--- src/rtl/irq_status_mask.sv ---
module irq_status_mask #(
  parameter int EVT_W     = 23,
  parameter int REG_W     = 25,
  parameter int ADDR_W    = 5,
  parameter int HOLE      = 19,
  parameter int STAT_ADDR = 0,
  parameter int MASK_ADDR = 1
) (
  input  logic              clk,
  input  logic              rst_n,
  input  logic [EVT_W-1:0]  event_i,
  input  logic              acc_we,
  input  logic [ADDR_W-1:0] acc_addr,
  input  logic [REG_W-1:0]  acc_wdata,
  output logic [REG_W-1:0]  acc_rdata,
  output logic              irq_o
);
  localparam logic [EVT_W-1:0] VLD = ~({{(EVT_W-1){1'b0}}, 1'b1} << HOLE);

  logic [EVT_W-1:0] stat_q, mask_q, stat_d, mask_d, ack_clr, wr_bits;
  logic stat_sel, mask_sel, pend_d, ack_gap;

  assign stat_sel = acc_addr == ADDR_W'(STAT_ADDR);
  assign mask_sel = acc_addr == ADDR_W'(MASK_ADDR);
  assign wr_bits  = acc_wdata[EVT_W-1:0];
  assign ack_clr  = (acc_we && stat_sel) ? wr_bits : '0;
  assign stat_d   = ((stat_q & ~ack_clr) | event_i) & VLD;
  assign mask_d   = (acc_we && mask_sel) ? (wr_bits & VLD) : mask_q;
  assign pend_d   = |(stat_d & ~mask_d);
  assign ack_gap  = irq_o && |(ack_clr & VLD);

  assign acc_rdata = stat_sel ? REG_W'(stat_q) :
                     mask_sel ? REG_W'(mask_q) : '0;

  always_ff @(posedge clk or negedge rst_n) begin
    if (!rst_n) begin
      stat_q <= '0;
      mask_q <= VLD;
      irq_o  <= 1'b0;
    end else begin
      stat_q <= stat_d;
      mask_q <= mask_d;
      irq_o  <= pend_d && !ack_gap;
    end
  end
endmodule

--- config.mk ---
export PLATFORM = sky130hd
export DESIGN_NAME = irq_status_mask
export DESIGN_NICKNAME = d
export VERILOG_FILES = /design/src/rtl/irq_status_mask.sv
export SDC_FILE = /design/constraint.sdc
export NUM_CORES = 1
export LEC_CHECK = 0
export BUFFER_PORTS_ARGS = -buffer_cell sky130_fd_sc_hd__clkbuf_2
export CORE_MARGIN = 3
export CORE_UTILIZATION = 44
export DETAILED_ROUTE_END_ITERATION = 7
export GPL_TIMING_DRIVEN = 0
export PLACE_DENSITY = 0.7
export RECOVER_POWER = 100
export SYNTH_ARGS = -nofsm -noshare
export SYNTH_HDL_FRONTEND = slang
export SYNTH_SLANG_ARGS = --single-unit
--- constraint.sdc ---
create_clock -name clk -period 2.3 [get_ports clk]
set_clock_uncertainty 0.1 [all_clocks]
set_input_delay 0.23 -clock clk [delete_from_list [all_inputs] [get_ports clk]]
set_output_delay 0.23 -clock clk [all_outputs]
set_load 0.01 [all_outputs]
==> results.sh <==
export IMPL_status="completed"
export IMPL_grt_pass1_vias=2415
export IMPL_drive_gt1_frac=0.259
export IMPL_clk_latency_ns=0.31
export IMPL_slew_violations=0
export IMPL_io_pins=82
export IMPL_p_comb_frac=0.188
export IMPL_maxCapViolCount=0
export IMPL_cp_arrival_ns=1.91
export IMPL_p_switching_mw=0.546
export IMPL_hold_class="in -> reg"
export IMPL_peakVddDrop_mv=0.345
export IMPL_fin_crit_ns=2.24
export IMPL_antenna_left=0
export IMPL_cellPowerDensity_nw_per_um2=587
export IMPL_syn2layout_area_growth_pct=20.7
export IMPL_fmax_mhz=447
export IMPL_rsz0062_at_grt="no"
export IMPL_syn_area_um2=2590
export IMPL_power_share_clock=0.283
export IMPL_path_class="in -> out"
export IMPL_cts_htree_levels=2
export IMPL_wl_um=7470
export IMPL_die_y_um=82.8
export IMPL_rows=27
export IMPL_setup_violations=0
export IMPL_initial_core_util=0.463
export IMPL_num_fill_cells=561
export IMPL_layout_common_cells="nand2_1, clkbuf_2, o21ai_0, clkbuf_1, nor2_1"
export IMPL_dp_hpwl_um=5450
export IMPL_cp_end_kind="primary output"
export IMPL_tightest_slew_ns=1.16
export IMPL_grt_use_total=0.227
export IMPL_fp_dieW_um=82.8
export IMPL_hold_slack_ns=0.0252
export IMPL_fin_crit_sh=0.972
export IMPL_clock_sink_count=46
export IMPL_wl_per_cell_um=16.6
export IMPL_core_area_um2=5610
export IMPL_seq_area_frac_synth=0.454
export IMPL_dieArea_um2=6860
export IMPL_max_slew_margin=0.226
export IMPL_cell_internal_pwr_mw=1.29
export IMPL_drt_iter0_drc=141
export IMPL_grt_max_degree=47
export IMPL_start_kind="input pin"
export IMPL_placed_area_um2=3060
export IMPL_fin_nets=434
export IMPL_final_common_cell="nand2_1"
export IMPL_antenna_found_initial=0
export IMPL_vias=2553
export IMPL_crit_path_max_fanout=10
export IMPL_clk_pin_slew_ns=0.10
export IMPL_hold_viol_final=0
export IMPL_synth_area_per_cell_um2=8.77
export IMPL_grt_overflow=0
export IMPL_grt_pass1_wl_um=11600
export IMPL_cts_root_buf="clkbuf_8"
export IMPL_antenna_cells=0
export IMPL_via_per_inst=5.66
export IMPL_cp_data_required_time_ns=1.97
export IMPL_cts_tree="built"
export IMPL_remaining_drc_errors=0
export IMPL_cts_buffers=5
export IMPL_leakagePower_nw=1.37
export IMPL_cts_setup_buffers=0
export IMPL_ys_ff_latch=46
export IMPL_seq_power_share=0.528
export IMPL_ys_warn_count=0
export IMPL_io_buffers=74
export IMPL_power_mw=1.84
export IMPL_gp_congestion=0.807
export IMPL_dr_pass1_iters=5
export IMPL_clk_path_buf_depth=2
export IMPL_syn_inst=296
export IMPL_p_sw_frac=0.297
export IMPL_yosysUniqueCellTypes=27
export IMPL_post_route_cell_area_um2=3130
## cell type report
type                       instances  area (µm²)  share of cell area
clock inverter                     3        25.0             0.00799
multi-input combinational        212        1260               0.403
inverter                          21        78.8              0.0252
clock buffer                       5        68.8              0.0220
tap                               72        90.1              0.0288
timing repair buffer              74         344               0.110
sequential                        46        1180               0.376
buffer                            18        86.3              0.0276
## state kept, by name, summed over array words and instances (netlist names)
| name | count |
|---|---|
| stat_q | 22 |
| irq_o | 1 |
| mask_q | 23 |
## cells by family (layout without fill, tap and decap cells)
kind of cell	Yosys count	count (layout)	share of synthesized area
compound gates	78	78	0.203
flops	46	46	0.454
mux	26	26	0.101
simple gates	106	106	0.180
other cells	1	2	0.00145
buf+inv	39	121	0.0612
## critical path, stage by stage
cell,delay [ns]
clkbuf_2,0.09
or4_1,0.50
buf_2,0.20
clkbuf_1,0.23
clkbuf_2,0.28
nor2_1,0.20
clkbuf_2,0.16
## metrics by stage
stage | util | TNS (ns) | instances | setup WS [ns]
final | 0.559 | 0 | 451 | 0.0650
after detailed placement | 0.546 | -4.26 | 443 | -0.216
after global placement | 0.546 | -4.78 | 443 | -0.254
after CTS | 0.563 | 0 | 451 | 0.00728
after floorplan | - | 0 | 297 | 0.247
after global routing | 0.559 | 0 | 451 | 0.00356
## cells in the mapped netlist (all sizes together)
cell type	number	area, µm²
buf	8	42.5
a31oi	1	6.26
and3	1	6.26
nor4b	1	8.76
nor3	1	5.00
or4	2	15.0
mux2i	25	250
a221oi	1	8.76
clkbuf	10	37.5
dfrtp	24	601
nor2b	1	6.26
nor3b	1	18.8
dfstp	22	578
inv	21	78.8
nand4	5	31.3
a21o	21	158
conb	1	3.75
a2111oi	1	15.0
o21ai	36	180
nand2	61	229
mux2	1	11.3
nor4	6	37.5
nor2	27	109
o221ai	18	158
## power groups by stage
stage          sequential (mW)  clock (mW)  combinational, mW
4_1_cts                  0.972       0.531              0.348
6_report                 0.972       0.521              0.346
3_5_place_dp             0.987           0              0.346
2_1_floorplan            0.974           0              0.208
3_3_place_gp             0.983           0              0.338
5_1_grt                  0.983       0.560              0.388
## what timing repair did
action	CTS	global route
hold buffers	0	0
setup endpoints to repair	20	21
gates resized for setup	2	6
## per-layer routing
metal  global-route usage  vias up  share of wire
met5                    0        -              0
met4               0.0490        0          0.016
met3               0.0313       11          0.078
met2                0.374      125           0.46
met1                0.317     1225           0.45
li1                     -     1192              -
## worst paths after layout
kind / slack (ns) / endpoint / depth (start not counted) / start
setup / recovery: 0.06 / acc_rdata[12] / 7 / acc_addr[4]
hold / removal: 0.03 / stat_q[8] / 2 / event_i[8]
setup reg to reg: 0.61 / irq_o / 5 / mask_q[14]
hold reg to reg: 0.41 / stat_q[7] / 1 / stat_q[7]
max in group asynchronous: 1.35 / stat_q[15] / 1 / rst_n
min in group asynchronous: 0.04 / stat_q[5] / 1 / rst_n
(Power assumes the default switching activity.)
